$ cat src/rtl/seqpwm4.sv
module seqpwm4 #(
  parameter int NCH    = 4,
  parameter int STEPS  = 4,
  parameter int PRE_W  = 3,
  parameter int REF_W  = 8,
  parameter int DLY_W  = 8,
  parameter int LOOP_W = 8
) (
  input  logic                              clk,
  input  logic                              rst_n,
  input  logic                              wr_en,
  input  logic                              wr_cfg,
  input  logic [$clog2(2*STEPS*NCH)-1:0]    wr_addr,
  input  logic [15:0]                       wr_data,
  input  logic                              task_start,
  input  logic                              task_stop,
  output logic [NCH-1:0]                    pwm_out,
  output logic                              seq_id,
  output logic                              ev_period_end,
  output logic                              ev_seq_start,
  output logic                              ev_seq_end,
  output logic                              ev_loops_done,
  output logic                              ev_stopped
);
  localparam int MEMN = 2*STEPS*NCH;
  localparam int AW   = $clog2(MEMN);
  localparam int SW   = $clog2(STEPS);
  localparam int LW   = $clog2(STEPS+1);
  localparam int PCW  = (1 << PRE_W) - 1;

  typedef enum logic [1:0] {PH_PLAY, PH_DELAY, PH_HOLD} phase_t;

  logic [15:0]       mem [MEMN];
  logic [14:0]       top_r;
  logic [PRE_W-1:0]  pre_r;
  logic [LW-1:0]     len0_r, len1_r;
  logic [REF_W-1:0]  ref_r;
  logic [DLY_W-1:0]  dly_r;
  logic [LOOP_W-1:0] loops_r;
  logic              short_r;

  logic              run, stop_pend;
  logic [14:0]       cnt;
  logic [PCW-1:0]    pre_cnt;
  logic [14:0]       cmp [NCH];
  logic [NCH-1:0]    pol;
  logic              seq;
  logic [SW-1:0]     step;
  logic [REF_W-1:0]  rep;
  logic [DLY_W-1:0]  dcnt;
  logic [LOOP_W-1:0] loop;
  phase_t            phase;

  logic              n_seq;
  logic [SW-1:0]     n_step;
  logic [REF_W-1:0]  n_rep;
  logic [DLY_W-1:0]  n_dcnt;
  logic [LOOP_W-1:0] n_loop;
  phase_t            n_phase;
  logic              do_load, do_idle, do_stop, set_pend, adv;
  logic              e_sstart, e_send, e_ldone;

  function automatic logic [SW-1:0] last_of(input logic [LW-1:0] l);
    if (l == '0)                return '0;
    else if (int'(l) > STEPS)   return SW'(STEPS-1);
    else                        return SW'(l - 1'b1);
  endfunction

  always_ff @(posedge clk) begin
    if (wr_en && !wr_cfg) mem[wr_addr] <= wr_data;
  end

  always_ff @(posedge clk or negedge rst_n) begin
    if (!rst_n) begin
      top_r   <= 15'd255;
      pre_r   <= '0;
      len0_r  <= LW'(STEPS);
      len1_r  <= LW'(STEPS);
      ref_r   <= '0;
      dly_r   <= '0;
      loops_r <= LOOP_W'(1);
      short_r <= 1'b0;
    end else if (wr_en && wr_cfg) begin
      case (wr_addr[2:0])
        3'd0: top_r   <= wr_data[14:0];
        3'd1: pre_r   <= wr_data[PRE_W-1:0];
        3'd2: len0_r  <= wr_data[LW-1:0];
        3'd3: len1_r  <= wr_data[LW-1:0];
        3'd4: ref_r   <= wr_data[REF_W-1:0];
        3'd5: dly_r   <= wr_data[DLY_W-1:0];
        3'd6: loops_r <= wr_data[LOOP_W-1:0];
        default: short_r <= wr_data[0];
      endcase
    end
  end

  logic [14:0]    top_eff;
  logic [PCW-1:0] pmask;
  logic           tick, bnd;
  logic [SW-1:0]  last_step;
  logic           loops_met;

  assign top_eff   = (top_r < 15'd3) ? 15'd3 : top_r;
  assign pmask     = PCW'((1 << pre_r) - 1);
  assign tick      = (pre_cnt & pmask) == pmask;
  assign bnd       = run && tick && (cnt >= top_eff);
  assign last_step = last_of(seq ? len1_r : len0_r);
  assign loops_met = ({1'b0, loop} + 1'b1) >=
                     ((loops_r == '0) ? (LOOP_W+1)'(1) : {1'b0, loops_r});

  always_comb begin
    n_seq = seq; n_step = step; n_rep = rep; n_dcnt = dcnt;
    n_loop = loop; n_phase = phase;
    do_load = 1'b0; do_idle = 1'b0; do_stop = 1'b0; set_pend = 1'b0; adv = 1'b0;
    e_sstart = 1'b0; e_send = 1'b0; e_ldone = 1'b0;
    if (stop_pend) begin
      do_stop = 1'b1;
    end else begin
      case (phase)
        PH_PLAY: begin
          if (rep < ref_r) n_rep = rep + 1'b1;
          else begin
            n_rep = '0;
            if (step != last_step) begin
              n_step  = step + 1'b1;
              do_load = 1'b1;
            end else begin
              e_send = 1'b1;
              if (dly_r != '0) begin
                n_phase = PH_DELAY;
                n_dcnt  = '0;
                do_idle = 1'b1;
              end else adv = 1'b1;
            end
          end
        end
        PH_DELAY: begin
          if (dcnt == dly_r - 1'b1) adv = 1'b1;
          else n_dcnt = dcnt + 1'b1;
        end
        default: ;
      endcase
      if (adv) begin
        if (!seq) begin
          n_seq = 1'b1; n_step = '0; n_phase = PH_PLAY;
          do_load = 1'b1; e_sstart = 1'b1;
        end else if (loops_met) begin
          e_ldone = 1'b1; n_phase = PH_HOLD; do_idle = 1'b1;
          set_pend = short_r;
        end else begin
          n_loop = loop + 1'b1; n_seq = 1'b0; n_step = '0; n_phase = PH_PLAY;
          do_load = 1'b1; e_sstart = 1'b1;
        end
      end
    end
  end

  logic          ld_seq;
  logic [SW-1:0] ld_step;
  logic [AW-1:0] base;
  logic [15:0]   rd [NCH];

  assign ld_seq  = run ? n_seq  : 1'b0;
  assign ld_step = run ? n_step : '0;
  assign base    = AW'((int'(ld_seq) * STEPS + int'(ld_step)) * NCH);

  for (genvar g = 0; g < NCH; g++) begin : g_ch
    assign rd[g]      = mem[base + AW'(g)];
    assign pwm_out[g] = pol[g] ^ (cnt < cmp[g]);
  end

  assign seq_id = seq;

  always_ff @(posedge clk or negedge rst_n) begin
    if (!rst_n) begin
      run <= 1'b0; stop_pend <= 1'b0; cnt <= '0; pre_cnt <= '0;
      for (int i = 0; i < NCH; i++) cmp[i] <= '0;
      pol <= '0; seq <= 1'b0; step <= '0; rep <= '0; dcnt <= '0; loop <= '0;
      phase <= PH_PLAY;
      ev_period_end <= 1'b0; ev_seq_start <= 1'b0; ev_seq_end <= 1'b0;
      ev_loops_done <= 1'b0; ev_stopped <= 1'b0;
    end else begin
      ev_period_end <= 1'b0; ev_seq_start <= 1'b0; ev_seq_end <= 1'b0;
      ev_loops_done <= 1'b0; ev_stopped <= 1'b0;
      if (!run) begin
        if (task_start) begin
          run <= 1'b1; stop_pend <= 1'b0; cnt <= '0; pre_cnt <= '0;
          seq <= 1'b0; step <= '0; rep <= '0; dcnt <= '0; loop <= '0;
          phase <= PH_PLAY;
          for (int i = 0; i < NCH; i++) begin
            pol[i] <= rd[i][15];
            cmp[i] <= rd[i][14:0];
          end
          ev_seq_start <= 1'b1;
        end
      end else begin
        if (task_stop) stop_pend <= 1'b1;
        pre_cnt <= tick ? '0 : pre_cnt + 1'b1;
        if (tick) cnt <= (cnt >= top_eff) ? '0 : cnt + 1'b1;
        if (bnd) begin
          ev_period_end <= 1'b1;
          ev_seq_start  <= e_sstart;
          ev_seq_end    <= e_send;
          ev_loops_done <= e_ldone;
          seq <= n_seq; step <= n_step; rep <= n_rep; dcnt <= n_dcnt;
          loop <= n_loop; phase <= n_phase;
          if (set_pend) stop_pend <= 1'b1;
          for (int i = 0; i < NCH; i++) begin
            if (do_load) begin
              pol[i] <= rd[i][15];
              cmp[i] <= rd[i][14:0];
            end else if (do_idle || do_stop) begin
              cmp[i] <= '0;
            end
          end
          if (do_stop) begin
            run <= 1'b0; stop_pend <= 1'b0; cnt <= '0;
            ev_stopped <= 1'b1;
          end
        end
      end
    end
  end
endmodule

$ cat config.mk
export PLATFORM = sky130hd
export DESIGN_NAME = seqpwm4
export DESIGN_NICKNAME = d
export VERILOG_FILES = /design/src/rtl/seqpwm4.sv
export SDC_FILE = /design/constraint.sdc
export NUM_CORES = 1
export LEC_CHECK = 0
export ABC_AREA = 1
export BUFFER_PORTS_ARGS = -buffer_cell sky130_fd_sc_hd__buf_2
export CORE_MARGIN = 8
export CORE_UTILIZATION = 55
export CTS_BUF_LIST = sky130_fd_sc_hd__clkbuf_4 sky130_fd_sc_hd__clkbuf_8
export CTS_CLUSTER_SIZE = 10
export DETAILED_ROUTE_END_ITERATION = 8
export PLACE_DENSITY = 0.73
export SLEW_MARGIN = 0
export SYNTH_ARGS = -nofsm -noshare
export SYNTH_HDL_FRONTEND = slang
export SYNTH_SLANG_ARGS = --single-unit
$ cat constraint.sdc
create_clock -name clk -period 4.81 [get_ports clk]
set_clock_uncertainty 0.15 [all_clocks]
set_input_delay 1.2025 -clock clk [delete_from_list [all_inputs] [get_ports clk]]
set_output_delay 1.2025 -clock clk [all_outputs]
set_load 0.01 [all_outputs]
==> results of run 1 <==
-- worst max-delay path, cell delays in order, from the launching register on --
cell and delay [ps]:
dfrtp_1 590, ha_1 330, nand2_1 70, a21oi_1 40, a211oi_1 370, o221ai_1 160, a21oi_1 150, o221ai_1 130
xnor2_1 290, buf_2 200
-- through the flow --
| stage | hold slack, ps | util, % |
|---|---|---|
| 3_5_place_dp | 316 | 57.1 |
| 6_report | 333 | 61.4 |
| 5_1_grt | 351 | 61.4 |
| 4_1_cts | 333 | 61.4 |
| 3_3_place_gp | 312 | 57.1 |
| 2_1_floorplan | 299 | - |
-- flip-flops by register name, summed over array words and instances, names as in the netlist, 4 cells and up --
register,cells
loops_r,8
dcnt,8
cmp,60
mem,512
pol,4
pre_cnt,7
dly_r,8
top_r,15
loop,8
cnt,15
rep,8
ref_r,8
-- layout make-up --
class / count / area, um2
Fill cell: 4555 / 22100
Sequential cell: 683 / 19700
Multi-Input combinational cell: 1925 / 9820
Clock buffer: 166 / 2030
Inverter: 377 / 1420
Tap cell: 765 / 957
Timing Repair Buffer: 108 / 852
Clock inverter: 37 / 379
Antenna cell: 2 / 5.00
-- cells in the mapped netlist, drive strengths merged --
| master | n |
|---|---|
| a32o | 1 |
| nand3b | 74 |
| o221ai | 6 |
| a41o | 1 |
| nor3b | 6 |
| or2 | 2 |
| nor4 | 7 |
| nand3 | 520 |
| o211a | 1 |
| o221a | 1 |
| a2111oi | 1 |
| nor2 | 102 |
| a21oi | 66 |
| a22o | 7 |
| o31ai | 6 |
| dfrtp | 160 |
| dfstp | 11 |
| nor3 | 25 |
| nand4 | 19 |
| edfxtp | 512 |
| xnor3 | 1 |
| nand2 | 827 |
| o22ai | 13 |
| a21o | 1 |
| ha | 94 |
| xor2 | 28 |
| a211oi | 4 |
| buf | 108 |
| inv | 374 |
| clkinv | 3 |
| clkbuf | 30 |
| o32ai | 1 |
| o21ai | 99 |
| mux2i | 1 |
| xnor2 | 11 |
-- cell families after synthesis --
group,count (synthesis),synth area share [%]
compound gates,208,3.69
xor+xnor,40,1.15
fa+ha+maj,94,3.72
buf+inv,515,6.86
flops,683,62.2
mux,1,0.0316
simple gates,1582,22.4
-- routing by layer --
metal,global-route usage (%),part of all wire [%]
met1,33.4,40
met2,38.8,46
met3,4.96,9.8
met4,10.0,3.7
met5,0,0
-- power by group --
part           internal, mW  switching [mW]
Combinational          1.91            3.65
Clock                  3.00            2.36
Sequential             6.86           0.606
Total                  11.8            6.61
-- worst max path at each step --
stage / startpoint / slack [ps] / cells past startpoint / to
2_1_floorplan: loop[0]$_DFFE_PN0P_ / 1650 / 18 / cmp[0]$_DFFE_PN0P_
3_3_place_gp: loop[0]$_DFFE_PN0P_ / 840 / 20 / cmp[19]$_DFFE_PN0P_
3_5_place_dp: loop[0]$_DFFE_PN0P_ / 630 / 18 / cmp[59]$_DFFE_PN0P_
4_1_cts: cnt[2]$_DFFE_PN0N_ / 360 / 9 / pwm_out[2]
5_1_grt: cnt[2]$_DFFE_PN0N_ / 160 / 9 / pwm_out[1]
6_report: cnt[2]$_DFFE_PN0N_ / 410 / 9 / pwm_out[2]
==> results.cfg, run 1 <==
[status]
status = finished clean

[route]
dr.pass1.iters = 6
drt-initial-drc-count = 2571
wl_per_cell_um = 20.1
ant_nets = 0
vias = 23100
remaining_drc_errors = 0
viasPerCell = 5.69
drt-total-wl_mm = 81.7

[timing]
finalHoldViolations = 0
maxSlewViolCount = 0
fmax_mhz = 227
min_period_over_period_pct = 91.5
fin_crit_ps = 4400
slew_headroom_pct = 29.4
rsz0062_at_grt = no
setup_slack_ps = 407
finalSetupTns_ps = 0
finalSetupViolCount = 0
worst_pin_slew_ps = 1060

[clock_tree]
h-tree-depth = 3
cts_tree = done
cts_hold_buf = 0
cts_buffers = 108
clkTransAtPathRegs_ps = 60
clkLatencyLatePin_ps = 720
cts-root-buf = clkbuf_8
clock_path_buffers = 3
clock_sinks = 683
post_cts_buffers = 0
cts_resized = 0

[floorplan]
std_cell_rows = 88
start_util_pct = 55.3
fp.dieW_um = 256
io_pins = 37
fp.dieH_um = 256
core_um2 = 57300
dieArea_um2 = 65500

[worst_setup_path]
r2r_cells = 18
worstPathRequired_ps = 3460
reg2reg_from = loop[0]$_DFFE_PN0P_
critPathLaunchType = flop
end_kind = primary output
crit_type = flop to primary output
r2r_end = cmp[59]$_DFFE_PN0P_
arrival_ps = 3050
cp_max_fo = 8
rrSetupSlack_ps = 580

[synthesis]
syn_area_um2 = 31600
synth_nets = 3244
yosys_warnings = 0
synthTopCellsByArea = edfxtp_1, dfrtp_1, nand2_1
yosysTopAreaCell = edfxtp_1
synth_cell_types = 48
synth_seq_cells = 683
ys_seq_area_share_pct = 62.2
synth_top_area_share_pct = 48.6
syn_avg_cell_area_um2 = 10.1
synth_cells = 3123

[min_path]
whs_path_depth = 2
hold_end = cmp[22]$_DFFE_PN0P_
min_from = cmp[22]$_DFFE_PN0P_
hold_class = flop to flop

[place]
gp_congestion = 0.881
portBuffers = 36
dpl_cell_area_um2 = 32700
dp_hpwl_mm = 49.6
place_ws_ps = 626
dp.cells = 3858

[global_route]
antenna_found_initial = 2
grt_usage_pct = 24.6
grt_start_max_net_pins = 167
grt_pass1_wl_mm = 127
grt_overflow = 0
grt_pass1_vias = 22600

[power]
p_total_mw = 18.4
p_per_area_nw_per_um2 = 523
ir_drop_mv = 0.355
leakage_nw = 14.9

[cells_and_area]
mostFrequentLayoutCells = nand2_1, nand3_1, edfxtp_1
final_common_cell = nand2_1
fin_area_um2 = 35100
layoutNonFillerInstCount = 4063
nets = 3324
synthToLayoutAreaGrowth_pct = 11.1
drive_gt1_share_pct = 10.2

[job]
drv_cap = 0
Power figures use the tool's default switching activity.
==> run 2: changes to the inputs <==
--- a/config.mk
+++ b/config.mk
@@ -5,7 +5,6 @@
 export SDC_FILE = /design/constraint.sdc
 export NUM_CORES = 1
 export LEC_CHECK = 0
-export ABC_AREA = 1
 export BUFFER_PORTS_ARGS = -buffer_cell sky130_fd_sc_hd__buf_2
 export CORE_MARGIN = 8
 export CORE_UTILIZATION = 55
==> results.cfg, run 2 <==
[route]
vias = 21100
wl_per_cell_um = 26.7
viasPerCell = 6.61
dr.pass1.iters = 6
drt-initial-drc-count = 2569
ant_nets = 0
drt-total-wl_mm = 85.0
remaining_drc_errors = 0

[synthesis]
yosys_warnings = 0
synth_nets = 2381
synth_cells = 2260
ys_top_cells_by_count = edfxtp_1, dfrtp_1, o21ai_0
ys_seq_area_share_pct = 64.7
synth_edf_count = 512
synth_most_common_cell = edfxtp_1
yosysTopAreaCell = edfxtp_1
synth_seq_cells = 683
synth_flop_cell = edfxtp_1
syn_area_um2 = 30400
synth_top_area_share_pct = 50.6
async_flop_share_pct = 25.0
synth_cell_types = 79
synthTopCellsByArea = edfxtp_1, dfrtp_1, ha_1
syn_avg_cell_area_um2 = 13.4

[floorplan]
std_cell_rows = 86
dieArea_um2 = 63000
io_pins = 37
start_util_pct = 55.4
fp.dieW_um = 251
fp.dieH_um = 251
core_um2 = 54900

[global_route]
antenna_found_initial = 6
grt_overflow = 0
grt_pass1_vias = 21300
grt_usage_pct = 26.6
grt_start_max_net_pins = 129
grt_pass1_wl_mm = 128

[timing]
holdWs_ps = 357
maxSlewViolCount = 0
fmax_mhz = 212
slew_headroom_pct = 27.6
finalHoldViolations = 0
rsz0062_at_grt = no
setup_slack_ps = 83.1
finalSetupTns_ps = 0
worst_pin_slew_ps = 1090
finalSetupViolCount = 0
min_period_over_period_pct = 98.3
fin_crit_ps = 4730

[worst_setup_path]
critPathLaunchType = flop
reg2reg_from = seq_id$_DFFE_PN0P_
arrival_ps = 3370
end_kind = primary output
cp_max_fo = 6
cp-endpoint = pwm_out[1]
rrSetupSlack_ps = 270
crit_type = flop to primary output
r2r_cells = 11
r2r_end = cmp[53]$_DFFE_PN0P_
worstPathRequired_ps = 3460
cp-startpoint = cnt[1]$_DFFE_PN0N_

[cells_and_area]
largest_reg_flops = 512
final_common_cell = edfxtp_1
reg_top3 = mem (512), cmp (60)
regMostFlops = mem
nets = 2509
layoutNonFillerInstCount = 3188
mostFrequentLayoutCells = edfxtp_1, dfrtp_1, o21ai_0
drive_gt1_share_pct = 19.5
synthToLayoutAreaGrowth_pct = 12.4

[status]
status = finished clean

[clock_tree]
clkLatencyLatePin_ps = 710
clkTransAtPathRegs_ps = 60
clock_sinks = 683
cts_tree = done
cts-root-buf = clkbuf_8
cts_hold_buf = 0
clock_path_buffers = 3
h-tree-depth = 3
cts_buffers = 107

[place]
gp_congestion = 0.882
place_ws_ps = 228
dp.cells = 2976
portBuffers = 36
dp_hpwl_mm = 49.5

[job]
drv_cap = 0

[min_path]
hold_class = flop to flop

[power]
p_total_mw = 17.9
ir_drop_mv = 0.346
leakage_nw = 12.5
p_per_area_nw_per_um2 = 525
-- run 2: changes by cell type after synthesis, moves of 48 or more --
cell / delta
nand2_1: -750
nand3_1: -485
inv_1: -267
mux2_2: +104
nand3b_1: -67
and2_1: +60
a22o_1: +59
o21bai_1: +57
o32ai_1: +57
a2111oi_0: +56
clkbuf_1: +49
o21ai_0: +48
o21ai_1: +48
-- run 2: kinds of logic after synthesis --
kind of cell               synth area share [%]
buffers and inverters                      3.10
adders and majority gates                  3.87
AOI/OAI and AO/OA                          17.1
xor gates and xnor gates                  0.548
DFF                                        64.7
muxes                                      4.05
and+or+nand+nor                            6.62
-- run 2: layout make-up --
type / instances / area (um2)
Antenna cell: 4 / 10.0
Clock buffer: 169 / 1990
Clock inverter: 32 / 180
Fill cell: 4125 / 20700
Inverter: 102 / 388
Multi-Input combinational cell: 1355 / 9910
Sequential cell: 683 / 19700
Tap cell: 704 / 881
Timing Repair Buffer: 139 / 1110
-- run 2: through the flow --
step	instance area, um2	utilization (%)
after floorplan	30400	-
after global placement	31800	58.0
after detailed placement	31800	58.0
after CTS	34000	62.0
after global routing	34100	62.2
final	34100	62.2
-- run 2: power by group --
group | switching, mW | internal, mW
clock | 2.25 | 2.64
sequential | 0.490 | 6.91
combinational | 3.43 | 2.22
-- run 2: repair_timing --
action,4_1_cts,5_1_grt
cloned,0,0
hold endpoints to repair,0,0
pin swaps,1,4
resized for setup,9,9
setup buffers,0,7
endpoints found under the setup margin,4,34
-- run 2: worst min path at each step --
stage	from	to	slack (ps)	cells after the start
6_report	rep[7]$_DFFE_PN0P_	rep[7]$_DFFE_PN0P_	360	1
5_1_grt	ref_r[4]$_DFFE_PN0P_	ref_r[4]$_DFFE_PN0P_	370	1
4_1_cts	rep[7]$_DFFE_PN0P_	rep[7]$_DFFE_PN0P_	350	1
3_5_place_dp	rep[7]$_DFFE_PN0P_	rep[7]$_DFFE_PN0P_	340	1
3_3_place_gp	rep[7]$_DFFE_PN0P_	rep[7]$_DFFE_PN0P_	330	1
2_1_floorplan	rep[7]$_DFFE_PN0P_	rep[7]$_DFFE_PN0P_	300	1
-- run 2: layer usage --
metal	wire length, um	vias up	GRT usage (%)
met5	22	-	0
met4	3140	4	11.1
met3	8830	212	6.62
met2	40000	1183	42.7
met1	33000	10500	34.6
li1	-	9135	-
-- run 2: critical path, stage by stage (launching register included) --
cell,delay (ps)
dfrtp_4,550
buf_12,170
ha_1,310
a21o_1,180
a21o_1,170
a21o_1,190
a211o_1,290
a21oi_1,140
o21ai_1,120
o311ai_2,360
buf_2,210
